**config.mk**
```make
export PLATFORM = sky130hd
export DESIGN_NAME = busmux_seq
export DESIGN_NICKNAME = d
export VERILOG_FILES = /design/src/rtl/busmux_pkg.sv /design/src/rtl/busmux_sync.sv /design/src/rtl/busmux_hbeat.sv /design/src/rtl/busmux_wrcap.sv /design/src/rtl/busmux_seq.sv
export SDC_FILE = /design/constraint.sdc
export NUM_CORES = 1
export LEC_CHECK = 0
export BUFFER_PORTS_ARGS = -buffer_cell sky130_fd_sc_hd__buf_2
export CAP_MARGIN = 20
export CELL_PAD_IN_SITES_DETAIL_PLACEMENT = 1
export CELL_PAD_IN_SITES_GLOBAL_PLACEMENT = 2
export CORE_MARGIN = 3
export CORE_UTILIZATION = 29
export CTS_CLUSTER_DIAMETER = 40
export DETAILED_ROUTE_END_ITERATION = 6
export PLACE_DENSITY = 0.77
export SLEW_MARGIN = 15
export SYNTH_ARGS = -nofsm -noshare
export SYNTH_HDL_FRONTEND = slang
export SYNTH_HIERARCHICAL = 1
export SYNTH_SLANG_ARGS = --single-unit
```
**constraint.sdc**
```tcl
create_clock -name clk -period 2.19 [get_ports clk]
set_input_delay 0.1095 -clock clk [delete_from_list [all_inputs] [get_ports clk]]
set_output_delay 0.1095 -clock clk [all_outputs]
set_load 0.05 [all_outputs]
```
**src/rtl/busmux_pkg.sv**
```systemverilog
package busmux_pkg;

   typedef enum logic [1:0] {
      PH_IDLE = 2'd0,
      PH_ADDR = 2'd1,
      PH_CTRL = 2'd2,
      PH_DATA = 2'd3
   } phase_t;

   // Outbound control byte layout, decoded by the external register
   function automatic logic [7:0] pack_ctrl(input logic rst, input logic irq,
                                            input logic nmi, input logic hb,
                                            input logic disk);
      return {3'b000, disk, hb, nmi, irq, rst};
   endfunction

endpackage

```
**src/rtl/busmux_sync.sv**
```systemverilog
module busmux_sync #(
   parameter int            W       = 3,
   parameter logic [W-1:0]  RST_VAL = '0
) (
   input  logic         clk,
   input  logic         rst_n,
   input  logic [W-1:0] d_i,
   output logic [W-1:0] q_o
);
   logic [W-1:0] meta;

   for (genvar b = 0; b < W; b++) begin : g_bit
      always_ff @(posedge clk or negedge rst_n) begin
         if (!rst_n) begin
            meta[b] <= RST_VAL[b];
            q_o[b]  <= RST_VAL[b];
         end else begin
            meta[b] <= d_i[b];
            q_o[b]  <= meta[b];
         end
      end
   end
endmodule

```
**src/rtl/busmux_hbeat.sv**
```systemverilog
module busmux_hbeat #(
   parameter int HB_LOG2 = 19
) (
   input  logic clk,
   input  logic rst_n,
   input  logic tick_i,
   output logic led_o
);
   logic [HB_LOG2-1:0] cnt;

   if (HB_LOG2 < 1) begin : g_bad_hb
      $error("busmux_hbeat: HB_LOG2 must be at least 1");
   end

   always_ff @(posedge clk or negedge rst_n) begin
      if (!rst_n) begin
         cnt   <= '0;
         led_o <= 1'b0;
      end else if (tick_i) begin
         cnt <= cnt + 1'b1;
         if (&cnt) led_o <= ~led_o;
      end
   end
endmodule

```
**src/rtl/busmux_wrcap.sv**
```systemverilog
module busmux_wrcap #(
   parameter int BUS_W  = 16,
   parameter int WR_DLY = 3
) (
   input  logic             clk,
   input  logic             rst_n,
   input  logic             arm_i,
   input  logic             en_i,
   input  logic             wr_n_s_i,
   input  logic [BUS_W-1:0] bus_i,
   output logic [BUS_W-1:0] wr_data_o,
   output logic             wr_vld_o
);
   localparam int DW = $clog2(WR_DLY + 1);

   logic [DW-1:0] dcnt;
   logic          done;

   if (WR_DLY < 1) begin : g_bad_dly
      $error("busmux_wrcap: WR_DLY must be at least 1");
   end

   always_ff @(posedge clk or negedge rst_n) begin
      if (!rst_n) begin
         dcnt      <= '0;
         done      <= 1'b0;
         wr_vld_o  <= 1'b0;
         wr_data_o <= '0;
      end else begin
         wr_vld_o <= 1'b0;
         if (arm_i) begin
            dcnt <= '0;
            done <= 1'b0;
         end else if (en_i && !wr_n_s_i && !done) begin
            if (dcnt == DW'(WR_DLY - 1)) begin
               wr_data_o <= bus_i;
               wr_vld_o  <= 1'b1;
               done      <= 1'b1;
            end else begin
               dcnt <= dcnt + 1'b1;
            end
         end
      end
   end

   AST_WR_SINGLE: assert property (@(posedge clk) disable iff (!rst_n)
      wr_vld_o |=> !wr_vld_o);
endmodule

```
**src/rtl/busmux_seq.sv**
```systemverilog
module busmux_seq
   import busmux_pkg::*;
#(
   parameter int BUS_W    = 16,
   parameter int ADDR_PH  = 3,
   parameter int CTRL_PH  = 3,
   parameter int CLK_RISE = 2,
   parameter int DATA_PH  = 14,
   parameter int WR_DLY   = 3,
   parameter int HB_LOG2  = 19
) (
   input  logic               clk,
   input  logic               rst_n,
   input  logic               alatch_i,
   input  logic               rd_n_i,
   input  logic               wr_n_i,
   input  logic [BUS_W-1:0]   bus_i,
   output logic [BUS_W-1:0]   bus_o,
   output logic [BUS_W-1:0]   bus_oe,
   output logic               ctrl_rd_en_o,
   output logic               adbuf_en_o,
   output logic               ctrl_clk_o,
   input  logic               cpu_rst_i,
   input  logic               cpu_irq_i,
   input  logic               cpu_nmi_i,
   input  logic               disk_act_i,
   input  logic [BUS_W-1:0]   rd_data_i,
   output logic [BUS_W-1:0]   addr_o,
   output logic               addr_vld_o,
   output logic [BUS_W/2-1:0] status_o,
   output logic               status_vld_o,
   output logic [BUS_W-1:0]   wr_data_o,
   output logic               wr_vld_o
);
   localparam int HALF = BUS_W / 2;
   localparam int CW   = $clog2(ADDR_PH + CTRL_PH + DATA_PH + 1);

   if (BUS_W < 16 || (BUS_W % 2) != 0) begin : g_bad_w
      $error("busmux_seq: BUS_W must be even and at least 16");
   end
   if (ADDR_PH < 1 || CTRL_PH < 2 || DATA_PH < 1) begin : g_bad_ph
      $error("busmux_seq: phase lengths too short");
   end
   if (CLK_RISE < 1 || CLK_RISE >= CTRL_PH) begin : g_bad_rise
      $error("busmux_seq: CLK_RISE must fall inside the control window");
   end

   // ---------------- synchronizers and latch edge ----------------
   logic al_s, rd_s, wr_s, al_q, al_rise;

   busmux_sync #(.W(3), .RST_VAL(3'b011)) u_sync (
      .clk   (clk),
      .rst_n (rst_n),
      .d_i   ({alatch_i, rd_n_i, wr_n_i}),
      .q_o   ({al_s, rd_s, wr_s})
   );

   always_ff @(posedge clk or negedge rst_n) begin
      if (!rst_n) al_q <= 1'b0;
      else        al_q <= al_s;
   end
   assign al_rise = al_s & ~al_q;

   // ---------------- phase sequencer ----------------
   phase_t        ph;
   logic [CW-1:0] cnt;
   logic          addr_last, ctrl_last;

   assign addr_last = (ph == PH_ADDR) && (cnt == CW'(ADDR_PH - 1));
   assign ctrl_last = (ph == PH_CTRL) && (cnt == CW'(CTRL_PH - 1));

   always_ff @(posedge clk or negedge rst_n) begin
      if (!rst_n) begin
         ph  <= PH_IDLE;
         cnt <= '0;
      end else if (al_rise) begin
         ph  <= PH_ADDR;
         cnt <= '0;
      end else begin
         unique case (ph)
            PH_ADDR: begin
               if (addr_last) begin ph <= PH_CTRL; cnt <= '0; end
               else cnt <= cnt + 1'b1;
            end
            PH_CTRL: begin
               if (ctrl_last) begin ph <= PH_DATA; cnt <= '0; end
               else cnt <= cnt + 1'b1;
            end
            PH_DATA: begin
               if (cnt >= CW'(DATA_PH - 1)) begin
                  if (rd_s) ph <= PH_IDLE;
               end else begin
                  cnt <= cnt + 1'b1;
               end
            end
            default: cnt <= '0;
         endcase
      end
   end

   // ---------------- address and status capture ----------------
   always_ff @(posedge clk or negedge rst_n) begin
      if (!rst_n) begin
         addr_o       <= '0;
         addr_vld_o   <= 1'b0;
         status_o     <= '0;
         status_vld_o <= 1'b0;
      end else begin
         addr_vld_o   <= addr_last && !al_rise;
         status_vld_o <= ctrl_last && !al_rise;
         if (addr_last && !al_rise) addr_o   <= bus_i;
         if (ctrl_last && !al_rise) status_o <= bus_i[HALF-1:0];
      end
   end

   // ---------------- heartbeat and write capture ----------------
   logic hb_led;

   busmux_hbeat #(.HB_LOG2(HB_LOG2)) u_hb (
      .clk    (clk),
      .rst_n  (rst_n),
      .tick_i (al_rise),
      .led_o  (hb_led)
   );

   busmux_wrcap #(.BUS_W(BUS_W), .WR_DLY(WR_DLY)) u_wr (
      .clk       (clk),
      .rst_n     (rst_n),
      .arm_i     (ctrl_last),
      .en_i      (ph == PH_DATA),
      .wr_n_s_i  (wr_s),
      .bus_i     (bus_i),
      .wr_data_o (wr_data_o),
      .wr_vld_o  (wr_vld_o)
   );

   // ---------------- pad and strobe decode ----------------
   logic [HALF-1:0] ctrl_half;
   assign ctrl_half = HALF'(pack_ctrl(cpu_rst_i, cpu_irq_i, cpu_nmi_i, hb_led, disk_act_i));

   always_comb begin
      ctrl_rd_en_o = (ph == PH_CTRL);
      adbuf_en_o   = (ph == PH_ADDR) || (ph == PH_DATA);
      ctrl_clk_o   = (ph == PH_CTRL) && (cnt >= CW'(CLK_RISE));
      bus_o        = rd_data_i;
      bus_oe       = '0;
      if (ph == PH_CTRL) begin
         bus_o  = {ctrl_half, {HALF{1'b0}}};
         bus_oe = {{HALF{1'b1}}, {HALF{1'b0}}};
      end else if (ph == PH_DATA && !rd_s) begin
         bus_oe = '1;
      end
   end

   // ---------------- assertions ----------------
   AST_IDLE_QUIET: assert property (@(posedge clk) disable iff (!rst_n)
      (ph == PH_IDLE) |-> (bus_oe == '0 && !ctrl_clk_o));
   AST_ADDR_BEFORE_CTRL: assert property (@(posedge clk) disable iff (!rst_n)
      $rose(ctrl_rd_en_o) |-> addr_vld_o);
   AST_EN_EXCLUSIVE: assert property (@(posedge clk) disable iff (!rst_n)
      !(ctrl_rd_en_o && adbuf_en_o));
   AST_STATUS_NOT_DRIVEN: assert property (@(posedge clk) disable iff (!rst_n)
      ctrl_rd_en_o |-> (bus_oe[HALF-1:0] == '0));
   AST_CLK_IN_WINDOW: assert property (@(posedge clk) disable iff (!rst_n)
      ctrl_clk_o |-> ctrl_rd_en_o);
   AST_STATUS_AT_CLOSE: assert property (@(posedge clk) disable iff (!rst_n)
      status_vld_o |-> !ctrl_rd_en_o);
   AST_RD_DRIVE: assert property (@(posedge clk) disable iff (!rst_n)
      (ph == PH_DATA && !rd_s) |-> (&bus_oe));
endmodule

```
==> results.txt, run 1 <==
----------------------------------------------------
[Outcome]
  Result of the run ... complete, no violations

[Final layout]
  Final standard cell area without fillers ... about 4800 µm²
  Most common library cell in the layout ignoring fill and taps ... buf_2
  Count of antenna diodes in the layout ... 0
  Synth-to-Final Area Change ... 32.41%
  Share of final-layout standard cells stronger than drive strength 1 ... 0.5171
  Final Non-Filler Cells ... 578
  # nets final ... 451
  Most frequent cells in the layout ... buf_2, dfrtp_1, mux2_2

[Clock network]
  Clock tree sinks ... 80
  H-tree depth reported by CTS ... 3
  TritonCTS clock tree ... yes
  Worst skew pair latency ... 340 ps
  TritonCTS buffer count ... 9
  Cell at the root of the clock tree ... clkbuf_16
  Clock-pin slew on the worst setup and hold paths ... roughly 60 ps
  Worst-case clock buffer depth ... 2

[STA]
  Actual transition at the worst max-transition pin ... slightly above 700 ps
  Total negative setup slack ... 0 ps
  Number of failing setup endpoints in the final timing report ... 0
  Slew Limit Headroom ... 0.5227
  Clock skew after layout ... between 6 and 7 ps
  Fmax ... a little under 500 MHz
  Slew Limit Fails ... 0
  Min cycle time layout ... a little over 2000 ps
  Least setup slack across all paths after layout ... roughly 120 ps
  Setup repair after global routing missed its margin ... no
  Final-report hold violation count ... 0
  Fraction of the cycle the final worst path needs ... 0.9452

[Power]
  Final Total Pwr ... about 7.9 mW
  Clock network power share ... 0.210
  Cell Pwr Density ... between 1500 and 2000 nW/µm²
  Internal power ... roughly 4.2 mW
  Switching power ... ~3.7 mW
  Sequential power share ... 0.299
  Sw Ratio ... 0.4704
  IR drop worst, VDD ... around 0.0010 V
  Fraction of power consumed by combinational cells ... 0.491
  Leak Pwr ... around 2.4 nW

[Drt]
  DRC violations left ... 0
  Sum of routed wire length over all layers ... between 8000 and 9000 µm
  Number of DRC markers in iteration 0 ... 88
  Drt first pass iters ... 4
  Average wire per standard cell ... ~15 µm
  Routed via count ... 2545
  Detailed-route vias per instance ... 4.403
  Detail Route Antenna Nets ... 0

[Setup path]
  CP Data Required Time ... ~2400 ps
  CP Data Arrival Time ... ~2300 ps
  Endpoint kind of the worst setup timing path ... flop
  Register-to-Register Setup Slack ... roughly 120 ps
  Worst-case reg-to-reg path depth ... 7
  Top fanout value on the critical path ... 10
  Capture instance of the worst register-to-register path ... u_wr/wr_data_o[11]$_DFFE_PN0P_
  Critical Setup Path Class ... reg -> reg
  CP startpoint kind ... flop
  Startpoint of the worst-slack reg-to-reg timing path ... cnt[0]$_DFFE_PN0P_

[GRT]
  Total congestion overflow after global routing ... 0
  GRT Resource Usage Total ... 0.1260
  Antenna violations before repair ... 0
  Maximum number of pins on one net before global-route repair ... 46
  Vias in the first global route ... between 2000 and 3000
  Global-route wire length before repair ... about 14000 µm

[Yosys]
  Biggest area contributors in the synthesized netlist ... dfrtp_1, mux2_2, mux2_4
  Yosys reg bits ... 80
  Synth Net Count ... roughly 330
  Sequential area share after synthesis ... 0.5531
  Cell accounting for the most synthesized area ... dfrtp_1
  Post-synth top area share ... 0.5241
  Mean Syn Cell Area ... roughly 13 µm²
  Ys Warns ... 6
  Post-Syn Area ... 3628 µm²
  Synthesized instance count ... around 280
  Number of unique standard cell types used by synthesis ... 43

[Place]
  Placement Cell Area ... between 4000 and 5000 µm²
  Post-place setup slack ... roughly 23 ps
  Number of placed cells counting well taps ... between 500 and 600
  Port buffer count ... ~120
  Half-perimeter wire length after placement ... a little over 6000 µm
  Global placement routability congestion ... between 0.7 and 0.8

[Die]
  CORE AREA ... ~12000 µm²
  Number of placement rows ... 40
  Die boundary height ... approximately 120 µm
  Chip width ... between 100 and 150 µm
  Boundary pin count ... between 100 and 150
  Initial cell density of the core ... 0.2996
  Floorplan die area ... roughly 14000 µm²

[Hold path]
  Hold path depth ... 2
  Startpoint of the tightest hold check path ... bus_i[15]
  Type of the worst min-delay path ... in -> reg
  Hold path endpoint ... addr_o[15]$_DFFE_PN0P_

[Run]
  Maximum Capacitance Violations ... 0

----------------------------------------------------
## power groups by stage
stage / logic (mW) / registers, mW / clock network (mW)
final: 3.87 / 2.36 / 1.66
after detailed placement: 3.85 / 2.37 / 0
after CTS: 3.88 / 2.36 / 1.71
after global placement: 3.80 / 2.36 / 0
after global routing: 4.07 / 2.43 / 1.77
after floorplan: 1.76 / 3.66 / 0
## routing by layer
metal  up-vias  track usage  share of wire
met5         -            0              0
met4         0      0.04396          0.012
met3        10      0.04277          0.064
met2        82       0.2120           0.49
met1      1261       0.1504           0.43
li1       1192            -              -
## worst max-delay path by stage
stage / end / from / cells past startpoint
floorplan: u_wr/wr_data_o[0]$_DFFE_PN0P_ / cnt[0]$_DFFE_PN0P_ / 7
global placement: u_wr/wr_data_o[13]$_DFFE_PN0P_ / cnt[0]$_DFFE_PN0P_ / 6
detailed placement: u_wr/wr_data_o[11]$_DFFE_PN0P_ / cnt[0]$_DFFE_PN0P_ / 6
CTS: addr_o[3]$_DFFE_PN0P_ / cnt[0]$_DFFE_PN0P_ / 6
global route: u_wr/wr_data_o[12]$_DFFE_PN0P_ / cnt[0]$_DFFE_PN0P_ / 7
finish: u_wr/wr_data_o[11]$_DFFE_PN0P_ / cnt[0]$_DFFE_PN0P_ / 7
## final cells by class
type,count,area (µm²)
repair buffers,137,785.8
inverters,15,56.30
flip-flops and latches,80,2008
multi-input cells,162,1413
clock buffers,9,225.2
clock inverters,7,106.4
well taps,168,210.2
fillers,1357,7307
## state kept, by name (all words and copies together) (netlist names)
register and flops:
u_wr/wr_vld_o 1, status_vld_o 1, ph 2, cnt 5
u_wr/wr_data_o 16, u_hb/cnt 19, addr_vld_o 1, al_q 1
u_wr/done 1, status_o 8, u_sync/meta 3, u_hb/led_o 1
addr_o 16, u_wr/dcnt 2, u_sync/q_o 3
## synth_stat cells (all sizes together)
master	count
a211oi	1
a21oi	4
and2	12
and3	6
and4	1
buf	18
clkbuf	4
dfrtp	76
dfstp	4
ha	5
inv	15
maj3	1
mux2	46
mux2i	1
nand2	10
nand2b	3
nand3	8
nand3b	1
nand4	7
nor2	12
nor3	1
nor3b	2
nor4	3
nor4b	2
o2111a	1
o21ai	4
o22ai	3
o31ai	2
or2	1
or3	1
or4	1
or4b	1
xnor2	15
xor2	7
## timing repair
item,CTS,global route
pin swaps,0,1
gates resized for setup,0,4
hold buffers,4,0
hold endpoints to repair,47,0
setup endpoints to repair,4,41
setup buffers,3,1
## per-stage QoR
| step | hold slack (ps) | utilization |
|---|---|---|
| after floorplan | -186.1 | - |
| after global placement | 155.8 | 0.3606 |
| after detailed placement | 168.1 | 0.3606 |
| after CTS | 8.907 | 0.3942 |
| after global routing | 16.09 | 0.3967 |
| final | 23.33 | 0.3967 |
## worst max-delay path: stages, from the launching register on
cell      delay [ps]
dfrtp_1          380
inv_1             60
ha_1             180
or4b_4           510
nor2_2           160
nand3b_4         190
buf_12           140
mux2_2           330
## kinds of logic (layout without fill, tap and decap cells)
kind of cell / after synthesis / in the layout / share of synthesized area
flip-flops: 80 / 80 / 0.5531
AND/OR/NAND/NOR: 72 / 72 / 0.1259
multiplexers: 47 / 47 / 0.1631
buffers and inverters: 37 / 168 / 0.05931
XOR/XNOR: 22 / 22 / 0.05310
AO/OA/AOI/OAI: 15 / 15 / 0.02552
adder cells (fa/ha/maj): 6 / 6 / 0.02000
Power figures use the tool's default switching activity.
==> inputs of run 2 (changes only) <==
==> constraint.sdc (replaced) <==
create_clock -name clk -period 2.19 [get_ports clk]
set_input_delay 0.3285 -clock clk [delete_from_list [all_inputs] [get_ports clk]]
set_output_delay 0.3285 -clock clk [all_outputs]
set_load 0.05 [all_outputs]
==> results.txt, run 2 (same netlist as run 1, synthesis figures left out) <==
----------------------------------------------------
[Outcome]
  Result of the run ... complete, no violations (unchanged)

[STA]
  Slew Limit Fails ... 0 (unchanged)
  Number of failing setup endpoints in the final timing report ... 0 (unchanged)
  Clock skew after layout ... 6.627 ps (was 6.887 ps)
  Final-report hold violation count ... 0 (unchanged)
  Fmax ... 483.4 MHz (was 483.1 MHz)
  Fraction of the cycle the final worst path needs ... 0.9447 (was 0.9452)
  Min cycle time layout ... 2069 ps (was 2070 ps)
  Setup repair after global routing missed its margin ... no (unchanged)
  Slew Limit Headroom ... 0.6043 (was 0.5227)
  Actual transition at the worst max-transition pin ... 585.3 ps (was 705.9 ps)
  Least setup slack across all paths after layout ... 121.2 ps (was 120.0 ps)

[Setup path]
  Capture instance of the worst register-to-register path ... addr_o[14]$_DFFE_PN0P_ (was u_wr/wr_data_o[11]$_DFFE_PN0P_)
  Endpoint kind of the worst setup timing path ... flop (unchanged)
  CP Data Required Time ... 2400 ps (was 2410 ps)
  Startpoint of the most critical setup path ... cnt[0]$_DFFE_PN0P_ (unchanged)
  Worst-case reg-to-reg path depth ... 6 (was 7)
  CP Data Arrival Time ... 2280 ps (was 2290 ps)
  Critical Setup Path Class ... reg -> reg (unchanged)
  CP Capture Point ... addr_o[14]$_DFFE_PN0P_ (was u_wr/wr_data_o[11]$_DFFE_PN0P_)
  Top fanout value on the critical path ... 17 (was 10)
  CP startpoint kind ... flop (unchanged)
  Startpoint of the worst-slack reg-to-reg timing path ... cnt[0]$_DFFE_PN0P_ (unchanged)
  Register-to-Register Setup Slack ... 120 ps (about the same)

[Final layout]
  Final standard cell area without fillers ... 4702 µm² (was 4805 µm²)
  Synth-to-Final Area Change ... 29.59% (was 32.41%)
  Largest register by flop count ... u_hb/cnt (unchanged)
  # nets final ... 446 (was 451)
  Most frequent cells in the layout ... buf_2, dfrtp_1, mux2_2 (unchanged)
  Registers with the most flip-flops ... u_hb/cnt: 19 flops, addr_o: 16 flops, u_wr/wr_data_o: 16 flops (unchanged)
  Final Non-Filler Cells ... 573 (was 578)
  Flip-flop count of the largest register after layout ... 19 (unchanged)
  Most common library cell in the layout ignoring fill and taps ... buf_2 (unchanged)
  Final core utilization ... 0.3882 (was 0.3967)
  Count of antenna diodes in the layout ... 0 (unchanged)
  Filler Cells Inserted ... 1367 (was 1357)
  Share of final-layout standard cells stronger than drive strength 1 ... 0.5185 (was 0.5171)

[Drt]
  DRC violations left ... 0 (unchanged)
  Sum of routed wire length over all layers ... 8134 µm (was 8534 µm)
  Routed via count ... 2486 (was 2545)
  Detailed-route vias per instance ... 4.339 (was 4.403)
  Drt first pass iters ... 4 (unchanged)
  Detail Route Antenna Nets ... 0 (unchanged)
  Number of DRC markers in iteration 0 ... 67 (was 88)
  Average wire per standard cell ... 14.20 µm (was 14.76 µm)

[Die]
  Floorplan die area ... 13890 µm² (unchanged)
  Boundary pin count ... 119 (unchanged)
  Number of placement rows ... 40 (unchanged)
  Initial cell density of the core ... 0.2996 (unchanged)
  Chip width ... 117.9 µm (unchanged)
  CORE AREA ... 12110 µm² (unchanged)
  Die boundary height ... 117.9 µm (unchanged)

[Place]
  Global placement routability congestion ... 0.7374 (was 0.7592)
  Number of placed cells counting well taps ... 553 (was 554)
  Post-place setup slack ... 52.77 ps (was 23.00 ps)
  Placement Cell Area ... 4367 µm² (was 4368 µm²)
  Half-perimeter wire length after placement ... 6073 µm (was 6053 µm)
  Port buffer count ... 118 (unchanged)

[GRT]
  Vias in the first global route ... 2664 (was 2772)
  GRT Resource Usage Total ... 0.1188 (was 0.1260)
  Maximum number of pins on one net before global-route repair ... 42 (was 46)
  Antenna violations before repair ... 0 (unchanged)
  Global-route wire length before repair ... 13610 µm (was 14300 µm)
  Total congestion overflow after global routing ... 0 (unchanged)

[Clock network]
  H-tree depth reported by CTS ... 3 (unchanged)
  Clock tree sinks ... 80 (unchanged)
  Cell at the root of the clock tree ... clkbuf_16 (unchanged)
  TritonCTS buffer count ... 9 (unchanged)
  Worst skew pair latency ... 330 ps (was 340 ps)
  TritonCTS clock tree ... yes (unchanged)
  Worst-case clock buffer depth ... 2 (unchanged)
  Clock-pin slew on the worst setup and hold paths ... 60 ps (about the same)

[Power]
  Cell Pwr Density ... 1601 nW/µm² (was 1642 nW/µm²)
  IR drop worst, VDD ... 0.0008476 V (was 0.001019 V)
  Final Total Pwr ... 7.526 mW (was 7.890 mW)
  Leak Pwr ... 2.390 nW (was 2.442 nW)

[Hold path]
  Type of the worst min-delay path ... in -> reg (unchanged)

[Run]
  Maximum Capacitance Violations ... 0 (unchanged)

----------------------------------------------------
-- run 2: worst max-delay path, stage by stage, from the launching register on --
cell and delay (ps):
dfrtp_1 380, inv_1 60, ha_1 170, or4b_4 520, nor2_4 140, nand3_4 280, mux2_4 390
-- run 2: where the power goes --
group	switching [mW]	internal, mW	leakage (nW)
clock network	0.578	0.768	0.126
logic	2.70	1.13	1.28
registers	0.351	2.00	0.980
total	3.63	3.90	2.39
-- run 2: stage by stage --
stage                     hold WS (ps)  TNS [ps]
after global placement           340.8         0
final                            97.78         0
after CTS                        90.47         0
after floorplan                  32.91    -7.671
after detailed placement         340.8         0
after global routing             88.59         0
-- run 2: metal layers --
metal	track usage	wire, µm	vias up
met5	0	0	-
met4	0.03077	82	0
met3	0.04565	672	11
met2	0.1937	3791	92
met1	0.1483	3587	1205
li1	-	-	1178
-- run 2: final cells by class --
| class | instances | area (µm²) | area share |
|---|---|---|---|
| Multi-Input combinational cell | 162 | 1423 | 0.3026 |
| Clock inverter | 5 | 33.78 | 0.007185 |
| Timing Repair Buffer | 132 | 738.2 | 0.1570 |
| Sequential cell | 80 | 2008 | 0.4271 |
| Tap cell | 168 | 210.2 | 0.04470 |
| Clock buffer | 11 | 232.7 | 0.04949 |
| Inverter | 15 | 56.30 | 0.01197 |
-- run 2: what timing repair did --
action	in CTS	in global routing
pin swaps	0	1
hold endpoints to repair	34	0
gates resized for setup	1	2
endpoints found under the setup margin	5	24
hold buffers	1	0
setup buffers	0	3
-- run 2: worst min-delay path by stage --
stage	from	cells past startpoint	slack, ps	end
5_1_grt	rd_n_i	1	90	u_sync/meta[1]$_DFF_PN1_
3_3_place_gp	rst_n	1	340	u_wr/wr_data_o[14]$_DFFE_PN0P_
6_report	rd_n_i	1	100	u_sync/meta[1]$_DFF_PN1_
4_1_cts	rd_n_i	1	90	u_sync/meta[1]$_DFF_PN1_
3_5_place_dp	rst_n	1	340	u_wr/wr_data_o[12]$_DFFE_PN0P_
2_1_floorplan	rst_n	0	30	addr_o[0]$_DFFE_PN0P_
==> inputs of run 3 (changes only) <==
--- a/config.mk
+++ b/config.mk
@@ -13,8 +13,8 @@
 export CORE_UTILIZATION = 29
 export CTS_CLUSTER_DIAMETER = 40
 export DETAILED_ROUTE_END_ITERATION = 6
-export PLACE_DENSITY = 0.77
-export SLEW_MARGIN = 15
+export PLACE_DENSITY_LB_ADDON = 0.1
+export SLEW_MARGIN = 20
 export SYNTH_ARGS = -nofsm -noshare
 export SYNTH_HDL_FRONTEND = slang
 export SYNTH_HIERARCHICAL = 1
==> results.txt, run 3 (same netlist as run 1, synthesis figures left out) <==
----------------------------------------------------
[Outcome]
  Result of the run ... complete, no violations (unchanged)

[Clock network]
  Clock-pin slew on the worst setup and hold paths ... 60 ps (about the same)
  TritonCTS buffer count ... 9 (unchanged)
  Cell at the root of the clock tree ... clkbuf_16 (unchanged)
  H-tree depth reported by CTS ... 3 (unchanged)
  Worst-case clock buffer depth ... 2 (unchanged)
  TritonCTS clock tree ... yes (unchanged)
  Worst skew pair latency ... 330 ps (about the same)
  Clock tree sinks ... 80 (unchanged)

[Drt]
  Sum of routed wire length over all layers ... 8386 µm (was 8134 µm)
  Number of DRC markers in iteration 0 ... 54 (was 67)
  Detail Route Antenna Nets ... 0 (unchanged)
  Average wire per standard cell ... 14.61 µm (was 14.20 µm)
  Drt first pass iters ... 4 (unchanged)
  Detailed-route vias per instance ... 4.369 (was 4.339)
  Routed via count ... 2508 (was 2486)
  DRC violations left ... 0 (unchanged)

[Setup path]
  CP startpoint kind ... flop (unchanged)
  Endpoint kind of the worst setup timing path ... output port (was flop)
  CP Data Arrival Time ... 1740 ps (was 2280 ps)
  Top fanout value on the critical path ... 19 (was 17)
  CP Data Required Time ... 1860 ps (was 2400 ps)
  Critical Setup Path Class ... reg -> out (was reg -> reg)

[Die]
  Initial cell density of the core ... 0.2996 (unchanged)
  Chip width ... 117.9 µm (unchanged)
  CORE AREA ... 12110 µm² (unchanged)
  Number of placement rows ... 40 (unchanged)
  Die boundary height ... 117.9 µm (unchanged)
  Boundary pin count ... 119 (unchanged)
  Floorplan die area ... 13890 µm² (unchanged)

[Hold path]
  Type of the worst min-delay path ... in -> reg (unchanged)

[Power]
  IR drop worst, VDD ... 0.0008450 V (was 0.0008476 V)
  Cell Pwr Density ... 1649 nW/µm² (was 1601 nW/µm²)
  Leak Pwr ... 2.430 nW (was 2.390 nW)

[Final layout]
  Share of final-layout standard cells stronger than drive strength 1 ... 0.5123 (was 0.5185)
  # nets final ... 447 (was 446)
  Count of antenna diodes in the layout ... 0 (unchanged)
  Final standard cell area without fillers ... 4782 µm² (was 4702 µm²)
  Largest register by flop count ... u_hb/cnt (unchanged)
  Registers with the most flip-flops ... u_hb/cnt: 19 flops, addr_o: 16 flops, u_wr/wr_data_o: 16 flops (unchanged)
  Synth-to-Final Area Change ... 31.79% (was 29.59%)
  Most common library cell in the layout ignoring fill and taps ... buf_2 (unchanged)
  Most frequent cells in the layout ... buf_2, dfrtp_1, mux2_2 (unchanged)
  Flip-flop count of the largest register after layout ... 19 (unchanged)

[STA]
  Slew Limit Fails ... 0 (unchanged)
  Actual transition at the worst max-transition pin ... 648.6 ps (was 585.3 ps)
  Total negative setup slack ... 0 ps (unchanged)
  Setup repair after global routing missed its margin ... no (unchanged)
  Final-report hold violation count ... 0 (unchanged)
  Fmax ... 483.5 MHz (was 483.4 MHz)
  Fraction of the cycle the final worst path needs ... 0.9444 (was 0.9447)
  Number of failing setup endpoints in the final timing report ... 0 (unchanged)
  Slew Limit Headroom ... 0.5636 (was 0.6043)
  Least setup slack across all paths after layout ... 121.8 ps (was 121.2 ps)
  Min cycle time layout ... 2068 ps (was 2069 ps)
  Clock skew after layout ... 8.858 ps (was 6.627 ps)

[Place]
  Post-place setup slack ... 90.54 ps (was 52.77 ps)
  Placement Cell Area ... 4359 µm² (was 4367 µm²)
  Global placement routability congestion ... 0.7372 (was 0.7374)
  Half-perimeter wire length after placement ... 6036 µm (was 6073 µm)
  Port buffer count ... 118 (unchanged)

[GRT]
  Maximum number of pins on one net before global-route repair ... 47 (was 42)
  GRT Resource Usage Total ... 0.1256 (was 0.1188)
  Antenna violations before repair ... 0 (unchanged)
  Global-route wire length before repair ... 14110 µm (was 13610 µm)
  Total congestion overflow after global routing ... 0 (unchanged)
  Vias in the first global route ... 2599 (was 2664)

[Run]
  Maximum Capacitance Violations ... 0 (unchanged)

----------------------------------------------------
==> run 3: final timing paths <==
path                                                from                            end  slack (ps)  depth (start not counted)
worst max-delay path                   ph[1]$_DFFE_PN0P_                      bus_o[12]         120                          4
min in group asynchronous                          rst_n        u_wr/wr_vld_o$_DFF_PN0_         510                          2
max in group asynchronous                          rst_n          addr_o[6]$_DFFE_PN0P_        1060                          3
worst min register to register  u_sync/meta[2]$_DFF_PN0_        u_sync/q_o[2]$_DFF_PN0_         350                          0
worst max register to register        cnt[0]$_DFFE_PN0P_  u_wr/wr_data_o[7]$_DFFE_PN0P_         140                          7
worst min-delay path                              wr_n_i       u_sync/meta[0]$_DFF_PN1_         100                          1
==> run 3: layout make-up <==
type | count | area (µm²)
Tap cell | 168 | 210.2
Multi-Input combinational cell | 162 | 1415
Clock inverter | 4 | 95.09
Inverter | 15 | 56.30
Sequential cell | 80 | 2007
Clock buffer | 12 | 236.5
Fill cell | 1382 | 7330
Timing Repair Buffer | 133 | 762.0
==> run 3: through the flow <==
step	power, mW	util	hold WS (ps)	instances
6_report	7.885	0.3948	100.1	574
5_1_grt	8.332	0.3948	80.40	574
4_1_cts	7.952	0.3881	85.31	569
3_5_place_dp	6.217	0.3599	338.8	552
3_3_place_gp	6.174	0.3599	335.0	552
2_1_floorplan	5.419	-	32.91	279
==> run 3: power breakdown <==
| part | switching [mW] | internal [mW] |
|---|---|---|
| Clock | 0.574 | 1.11 |
| Sequential | 0.329 | 2.00 |
| Combinational | 2.72 | 1.15 |
==> run 3: critical path: stages (launching register included) <==
cell	delay [ps]
dfrtp_1	470
nand2b_1	190
buf_6	200
mux2_2	340
buf_2	210
==> run 3: timing repair <==
item	4_1_cts	5_1_grt
gates resized for setup	0	2
hold endpoints to repair	30	0
setup endpoints to repair	0	45
buffers inserted	0	5
hold buffers	1	0
==> run 3: metal layers <==
layer  GRT usage  vias to the layer above  routed length, µm
met5           0                        -                  0
met3     0.05238                        9                729
li1            -                     1184                  -
met1      0.1643                     1224               3873
met2      0.1851                       91               3649
met4     0.04835                        0                133
